[src/rtl/evt_irq_pkg.sv]
package evt_irq_pkg;
  localparam int REG_W   = 16;
  localparam int NUM_VEC = 5;
  localparam int VEC_W   = $clog2(NUM_VEC + 1);
  localparam int BUSY_BIT = 12;

  // sticky status positions: 0-4, 8-11, 13-14
  localparam logic [REG_W-1:0] STICKY_MASK = 16'h6F1F;
  // positions that can raise the interrupt and are kept in the enable reg
  localparam logic [REG_W-1:0] IRQ_MASK    = 16'h601F;

  typedef enum logic [1:0] {
    A_ENABLE = 2'd0,
    A_STATUS = 2'd1,
    A_VECTOR = 2'd2,
    A_NONE   = 2'd3
  } reg_sel_e;
endpackage

[src/rtl/evt_status_reg.sv]
module evt_status_reg #(
  parameter int              W         = 16,
  parameter logic [W-1:0]    KEEP_MASK = '1
) (
  input  logic         clk,
  input  logic         rst_n,
  input  logic [W-1:0] set_i,
  input  logic [W-1:0] clr_i,
  output logic [W-1:0] q_o
);
  for (genvar i = 0; i < W; i++) begin : g_bit
    if (KEEP_MASK[i]) begin : g_keep
      logic q_r, q_d, ce;
      always_comb begin
        ce  = set_i[i] | clr_i[i];
        q_d = set_i[i] | (q_r & ~clr_i[i]);
      end
      always_ff @(posedge clk or negedge rst_n) begin
        if (!rst_n)  q_r <= 1'b0;
        else if (ce) q_r <= q_d;
      end
      assign q_o[i] = q_r;

      // a pulse in the same cycle as a clear leaves the bit set
      p_set_wins_r4: assert property (@(posedge clk) disable iff (!rst_n)
        set_i[i] |=> q_o[i]);
      // a write-one clear without a pulse empties the bit
      p_w1c_r3: assert property (@(posedge clk) disable iff (!rst_n)
        (clr_i[i] && !set_i[i]) |=> !q_o[i]);
    end else begin : g_zero
      assign q_o[i] = 1'b0;
    end
  end
endmodule

[src/rtl/evt_vec_enc.sv]
module evt_vec_enc #(
  parameter int N  = 5,
  parameter int CW = $clog2(N + 1)
) (
  input  logic [N-1:0]  req_i,
  output logic [CW-1:0] code_o,
  output logic [N-1:0]  grant_o
);
  // lowest index wins; code is index + 1, zero when nothing requests
  always_comb begin
    code_o  = '0;
    grant_o = '0;
    for (int i = N - 1; i >= 0; i--) begin
      if (req_i[i]) begin
        code_o     = CW'(i + 1);
        grant_o    = '0;
        grant_o[i] = 1'b1;
      end
    end
  end

  // at most one event is reported
  a_grant_onehot_r9: assert final ($onehot0(grant_o));
endmodule

[src/rtl/evt_irq_mask.sv]
module evt_irq_mask #(
  parameter int           W       = 16,
  parameter logic [W-1:0] WR_MASK = '1
) (
  input  logic         clk,
  input  logic         rst_n,
  input  logic         wr_i,
  input  logic [W-1:0] wdata_i,
  input  logic [W-1:0] status_i,
  output logic [W-1:0] en_o,
  output logic         irq_o
);
  logic [W-1:0] en_r, en_d;

  always_comb en_d = wdata_i & WR_MASK;

  always_ff @(posedge clk or negedge rst_n) begin
    if (!rst_n)    en_r <= '0;
    else if (wr_i) en_r <= en_d;
  end

  assign en_o  = en_r;
  assign irq_o = |(status_i & en_r);

  // writing a zero enable silences the line from the next cycle
  p_mask_all_r8: assert property (@(posedge clk) disable iff (!rst_n)
    (wr_i && ((wdata_i & WR_MASK) == '0)) |=> !irq_o);
endmodule

[src/rtl/evt_irq_unit.sv]
module evt_irq_unit
  import evt_irq_pkg::*;
#(
  parameter int ADDR_W = 2
) (
  input  logic              clk,
  input  logic              rst_n,
  input  logic [REG_W-1:0]  evt_pulse_i,
  input  logic              bus_busy_i,
  input  logic              reg_wr_i,
  input  logic              reg_rd_i,
  input  logic [ADDR_W-1:0] reg_addr_i,
  input  logic [REG_W-1:0]  reg_wdata_i,
  output logic [REG_W-1:0]  reg_rdata_o,
  output logic              irq_o
);
  logic [REG_W-1:0]   sticky_q, status_view, en_q, clr_vec, clr_all, set_all;
  logic [NUM_VEC-1:0] vec_req, vec_grant;
  logic [VEC_W-1:0]   vec_code;
  logic               wr_en, wr_stat, rd_vec;
  reg_sel_e           sel;

  always_comb begin
    sel     = reg_sel_e'(reg_addr_i);
    wr_en   = reg_wr_i && (sel == A_ENABLE);
    wr_stat = reg_wr_i && (sel == A_STATUS);
    rd_vec  = reg_rd_i && (sel == A_VECTOR);
  end

  always_comb begin
    clr_vec = '0;
    if (rd_vec) clr_vec[NUM_VEC-1:0] = vec_grant;
    clr_all = (wr_stat ? reg_wdata_i : '0) | clr_vec;
    set_all = evt_pulse_i & STICKY_MASK;
  end

  evt_status_reg #(.W(REG_W), .KEEP_MASK(STICKY_MASK)) u_stat (
    .clk   (clk),
    .rst_n (rst_n),
    .set_i (set_all),
    .clr_i (clr_all),
    .q_o   (sticky_q)
  );

  evt_irq_mask #(.W(REG_W), .WR_MASK(IRQ_MASK)) u_mask (
    .clk      (clk),
    .rst_n    (rst_n),
    .wr_i     (wr_en),
    .wdata_i  (reg_wdata_i),
    .status_i (sticky_q),
    .en_o     (en_q),
    .irq_o    (irq_o)
  );

  always_comb vec_req = sticky_q[NUM_VEC-1:0] & en_q[NUM_VEC-1:0];

  evt_vec_enc #(.N(NUM_VEC), .CW(VEC_W)) u_enc (
    .req_i   (vec_req),
    .code_o  (vec_code),
    .grant_o (vec_grant)
  );

  always_comb begin
    status_view           = sticky_q;
    status_view[BUSY_BIT] = bus_busy_i;
    case (sel)
      A_ENABLE: reg_rdata_o = en_q;
      A_STATUS: reg_rdata_o = status_view;
      A_VECTOR: reg_rdata_o = REG_W'(vec_code);
      default:  reg_rdata_o = '0;
    endcase
  end

  // a vector read clears the reported bit unless it is re-pulsed
  p_vec_clear_r10: assert property (@(posedge clk) disable iff (!rst_n)
    (rd_vec && vec_code != '0 && (evt_pulse_i[NUM_VEC-1:0] & vec_grant) == '0)
    |=> ((sticky_q[NUM_VEC-1:0] & $past(vec_grant)) == '0));
  // a vector write with no other activity leaves all state alone
  p_vec_write_idle_r11: assert property (@(posedge clk) disable iff (!rst_n)
    (reg_wr_i && sel == A_VECTOR && !reg_rd_i && evt_pulse_i == '0)
    |=> ($stable(sticky_q) && $stable(en_q)));
  // the code never exceeds the number of coded events
  p_code_range_r9: assert property (@(posedge clk) disable iff (!rst_n)
    vec_code <= VEC_W'(NUM_VEC));
endmodule

[config.mk]
export PLATFORM = sky130hd
export DESIGN_NAME = evt_irq_unit
export DESIGN_NICKNAME = d
export VERILOG_FILES = /design/src/rtl/evt_irq_pkg.sv /design/src/rtl/evt_status_reg.sv /design/src/rtl/evt_vec_enc.sv /design/src/rtl/evt_irq_mask.sv /design/src/rtl/evt_irq_unit.sv
export SDC_FILE = /design/constraint.sdc
export NUM_CORES = 1
export LEC_CHECK = 0
export BUFFER_PORTS_ARGS = -buffer_cell sky130_fd_sc_hd__clkbuf_2
export CORE_MARGIN = 2
export CORE_UTILIZATION = 47
export CTS_CLUSTER_SIZE = 30
export DETAILED_ROUTE_END_ITERATION = 8
export PLACE_DENSITY = 0.84
export SLEW_MARGIN = 10
export SYNTH_ARGS = -nofsm -noshare
export SYNTH_HDL_FRONTEND = slang
export SYNTH_SLANG_ARGS = --single-unit
[constraint.sdc]
create_clock -name clk -period 2.2 [get_ports clk]
set_input_delay 0.22 -clock clk [delete_from_list [all_inputs] [get_ports clk]]
set_output_delay 0.22 -clock clk [all_outputs]
set_load 0.01 [all_outputs]
### Word level (Yosys, flattened, before mapping)

Index checks and enable logic that the tools add are counted.

| word-level totals | value |
|---|---|
| input port bits | 39 |
| flip-flop bits (word level) | 18 |
| word-level logic and storage cells | 79 |

| cells by class | value |
|---|---|
| eq/ne operators | 2 |
| multiplexer cells | 13 |
| reductions and logical operators | 5 |
| bitwise operators | 47 |

Operators by type and width:

| operator | number |
|---|---|
| one-hot mux 15 bit (3 select lines) | 1 |
| 2-to-1 mux 5 bit | 6 |
| bitwise OR 1 bit | 22 |
| OR reduction 16 bit | 1 |
| AND 15 bit | 1 |
| 2-to-1 mux 15 bit | 1 |
| 2-to-1 mux 3 bit | 5 |
| bitwise OR 15 x 5 -> 15 bit | 1 |
| AND 1 bit | 11 |
| NOT 1 bit | 11 |
| AND 5 bit | 1 |
| logical AND 1 bit | 3 |
| == test 2 x 1 -> 1 bit, second input constant | 1 |
| == test 2 bit, second input constant | 1 |
| logical NOT 2 bit | 1 |

### Longest topological paths before layout

| logic depth | value |
|---|---|
| depth after elaboration | 11 |
| depth in mapped cells | 5 |
| gate-level depth less buffers | 3 |

### By module

A second synthesis with hierarchy kept.

| unflattened totals | value |
|---|---|
| cells, all modules | 166 |
| area, all modules | 1517.7 sq um |

By module, submodules not included:

| module | cells each | area an instance (sq um) | seq. area each (sq um) | times used |
|---|---|---|---|---|
| evt_irq_unit | 75 | 526.8 | 0.0 | 1 |
| evt_status_reg | 50 | 523.0 | 275.3 | 1 |
| evt_irq_mask | 29 | 392.9 | 175.2 | 1 |
| evt_vec_enc | 12 | 75.1 | 0.0 | 1 |

### Least setup slack after synthesis

No wires, ideal clock.

| path | value |
|---|---|
| path kind | reg-to-output |
| start | register u_stat.g_bit[2].g_keep.q_r |
| end | output port reg_rdata_o[2] |
| data required time | 1980 ps |
| path slack | 735 ps |
| data arrival time | 1245 ps |
| stages on the path, launching flop included | 4 |
| cells stage by stage | dfrtp_1 -> a222oi_1 -> a31oi_1 -> o22ai_1 |

| between the ends | value |
|---|---|
| longest elaborated chain between the ends | 5 |

RTL lines:

| item | RTL line | RTL |
|---|---|---|
| start: declaration | evt_status_reg.sv:13 | `logic q_r, q_d, ce;` |
| start signal: assignment | evt_status_reg.sv:20 | `else if (ce) q_r <= q_d;` |
| AND 5 bit | evt_irq_unit.sv:55 | `always_comb vec_req = sticky_q[NUM_VEC-1:0] & en_q[NUM_VEC-1:0];` |
| 2-to-1 mux 3 bit (3 in series) | evt_vec_enc.sv:14 | `if (req_i[i]) begin` |
| one-hot mux 15 bit (3 select lines) (*) | evt_irq_unit.sv:66 | `case (sel)` |
| end: declaration | evt_irq_unit.sv:14 | `output logic [REG_W-1:0] reg_rdata_o,` |

Mark *: on every way between the ends. The rest lies on a longest branch, timed or not.

### Final worst setup path

Ends and elaborated chain as after synthesis.

==> results.md <==
* Clk sink count at 18
* Status: complete, no violations
* Initial DRC Count at 12
* Max_cap viols at 0
* PD cells at 636 nW/µm²
* Worst Hold Class: primary input to flip-flop
* Final Power at 0.806 mW
* Max Freq at 0.527 GHz
* ANT cells at 0
* Ys async rst share at 100%
* Root Buffer: clkbuf_4
* Ports at 56
* Reg clk slew, reported paths at 0.11 ns
* Antenna Nets Post-Route at 0
* Setup Buffers After CTS at 0
* 1st-pass router iterations at 4
* WS Path Type: flip-flop to output pin
* Final Hold Vio Count at 0
* Crit path largest cell delay at 0.45 ns
* Placer Congestion at 0.842
* Largest net degree at the start of global routing at 19
* Peak VDD IR at 0.000401 V
* Synth Instances at 99
* Total CTS buffers at 3
* Total Wirelength at 2200 µm
* Finish-stage setup viols at 0
* Placed instance count at 163
* First-pass GRT wire length at 3750 µm
* Overflow after GRT at 0
* Sequential share of the synthesized area at 44.4%
* Crit share post-route at 86.3%
* Multi-input gate area at 524 µm²
* EDFF count, synth at 0
* Lkg Pwr at 0.586 nW
* Initial antenna violation count at 0
* Worst EP required at 1.98 ns
* CTS tree: built
* Crit path time final at 1.90 ns
* Slew Viols, Final at 0
* Via Count at 885
* Layout cells sized above 1 at 36.9%
* Yosys top cell by area: dfrtp_1
* Vias per cell at 5.27
* Die X-Extent at 50.4 µm
* Critical-path cell list: a222oi_1 > buf_4 > a31oi_1 > o22ai_1 > clkbuf_2
* Post-Syn Area at 1010 µm²
* Syn avg cell area at 10.2 µm²
* Final net count at 181
* RSZ-0062 raised after global routing: false
* Dominant synthesized flop cell: dfrtp_1
* Setup TNS at 0 ns
* Residual DRC at 0
* Worst clock skew at 0.00599 ns
* Area growth from synthesis to layout at 25.1%
* Distinct cells, synth at 32
* H-tree depth at 1
* Routed len/inst at 13.1 µm
* CP Launch Type: flip-flop
* Total track usage at 19.4%
* Critical Path End Type: output pin
* Yosys top cell area share at 44.4%
* Slowest cell on the critical path: dfrtp_1
* Vias in the first global route at 834
* Clock latency on the worst-skew pair at 0.29 ns
* Crit-path max FO at 5
* CTS max path bufs at 2
* Yosys reg bits at 18
* CTS Hold Bufs at 1
* Sequential Area at 450 µm²
* Starting Density at 50.6%
* IO Port Bufs at 41
* Total number of yosys warnings at 0
* Resized cells post-CTS at 0
* Dpl hpwl at 1650 µm
* Synth top area cells: dfrtp_1, mux2i_1, nand2_1
* FP Rows at 16
* Worst path arrival time at 1.68 ns
* Finished Layout Cells at 168
* Die Ht at 50.4 µm
* Core area at 2000 µm²
* # fillers at 182
* Die area at 2540 µm²
-- registers in the layout, summed over array words and instances (netlist names) --
| name | cells |
|---|---|
| u_stat.g_bit.g_keep.q_r | 11 |
| u_mask.en_o | 7 |
-- layout make-up --
| cell class | count | area share [%] |
|---|---|---|
| Multi-Input combinational cell | 76 | 41.4 |
| Sequential cell | 18 | 35.5 |
| Timing Repair Buffer | 43 | 17.6 |
| Clock buffer | 4 | 2.86 |
| Tap cell | 27 | 2.67 |
-- worst paths after layout --
kind                                                   startpoint                                       to  slack [ns]  cells past startpoint
max                        u_stat.g_bit[2].g_keep.q_r$_DFFE_PN0P_                           reg_rdata_o[2]        0.30                      5
min                                               evt_pulse_i[13]  u_stat.g_bit[13].g_keep.q_r$_DFFE_PN0P_        0.09                      2
max reg2reg                u_stat.g_bit[2].g_keep.q_r$_DFFE_PN0P_   u_stat.g_bit[3].g_keep.q_r$_DFFE_PN0P_        0.82                      4
min reg2reg                u_stat.g_bit[8].g_keep.q_r$_DFFE_PN0P_   u_stat.g_bit[8].g_keep.q_r$_DFFE_PN0P_        0.48                      1
max in group asynchronous                                   rst_n               u_mask.en_o[0]$_DFFE_PN0P_        1.49                      2
min in group asynchronous                                   rst_n               u_mask.en_o[3]$_DFFE_PN0P_        0.40                      2
-- layout by cell type (no fill, tap or decap), types with 2 or more instances in the layout --
cell type / Yosys / routed
a21o_1: 7 / 7
a31o_1: 2 / 2
and2_1: 5 / 5
and3b_1: 2 / 2
clkbuf_2: 0 / 41
clkbuf_4: 0 / 3
conb_1: 1 / 4
dfrtp_1: 18 / 18
mux2_1: 3 / 3
mux2_2: 4 / 4
mux2i_1: 6 / 6
nand2_1: 15 / 15
nand3_1: 3 / 3
nor2_1: 5 / 5
nor2b_1: 2 / 2
o21ai_0: 2 / 2
-- kinds of logic after synthesis --
kind of cell / share of synthesized area, %
and+or+nand+nor: 19.0
AOI/OAI and AO/OA: 17.5
DFF: 44.4
muxes: 13.7
buffers and inverters: 4.94
other: 0.370
-- synth_stat cells (2+ instances only) --
cell,instances
a21o_1,7
a31o_1,2
and2_1,5
and3b_1,2
buf_2,4
buf_4,4
dfrtp_1,18
mux2_1,3
mux2_2,4
mux2i_1,6
nand2_1,15
nand3_1,3
nor2_1,5
nor2b_1,2
o21ai_0,2
-- where the power goes --
| group | internal [mW] | switching [mW] | leakage (nW) |
|---|---|---|---|
| combinational | 0.101 | 0.0968 | 0.381 |
| sequential | 0.364 | 0.0376 | 0.184 |
| clock | 0.101 | 0.105 | 0.0210 |
| total | 0.566 | 0.240 | 0.586 |
-- worst max-delay path: cells and delay by family, from the launching register on --
kind	cells	cell delay [ns]
flip-flops	1	0.45
AO/OA/AOI/OAI	3	0.59
buffers and inverters	2	0.35
-- metrics by stage --
step	hold WS [ns]	area, µm²	utilization (%)	setup slack [ns]
detailed placement	0.187	1220	61.0	0.636
global route	0.0966	1270	63.3	0.182
global placement	0.188	1220	61.0	0.645
floorplan	-0.0756	1020	-	0.735
CTS	0.0907	1270	63.3	0.305
finish	0.0940	1270	63.3	0.301
-- layer usage --
| metal | vias to the layer above | GRT usage, % | share of wire, % |
|---|---|---|---|
| li1 | 436 | - | - |
| met1 | 414 | 26.5 | 44 |
| met2 | 33 | 31.1 | 48 |
| met3 | 2 | 2.98 | 6.2 |
| met4 | 0 | 6.76 | 0.86 |
| met5 | - | 0 | 0 |
Power figures use the tool's default switching activity.
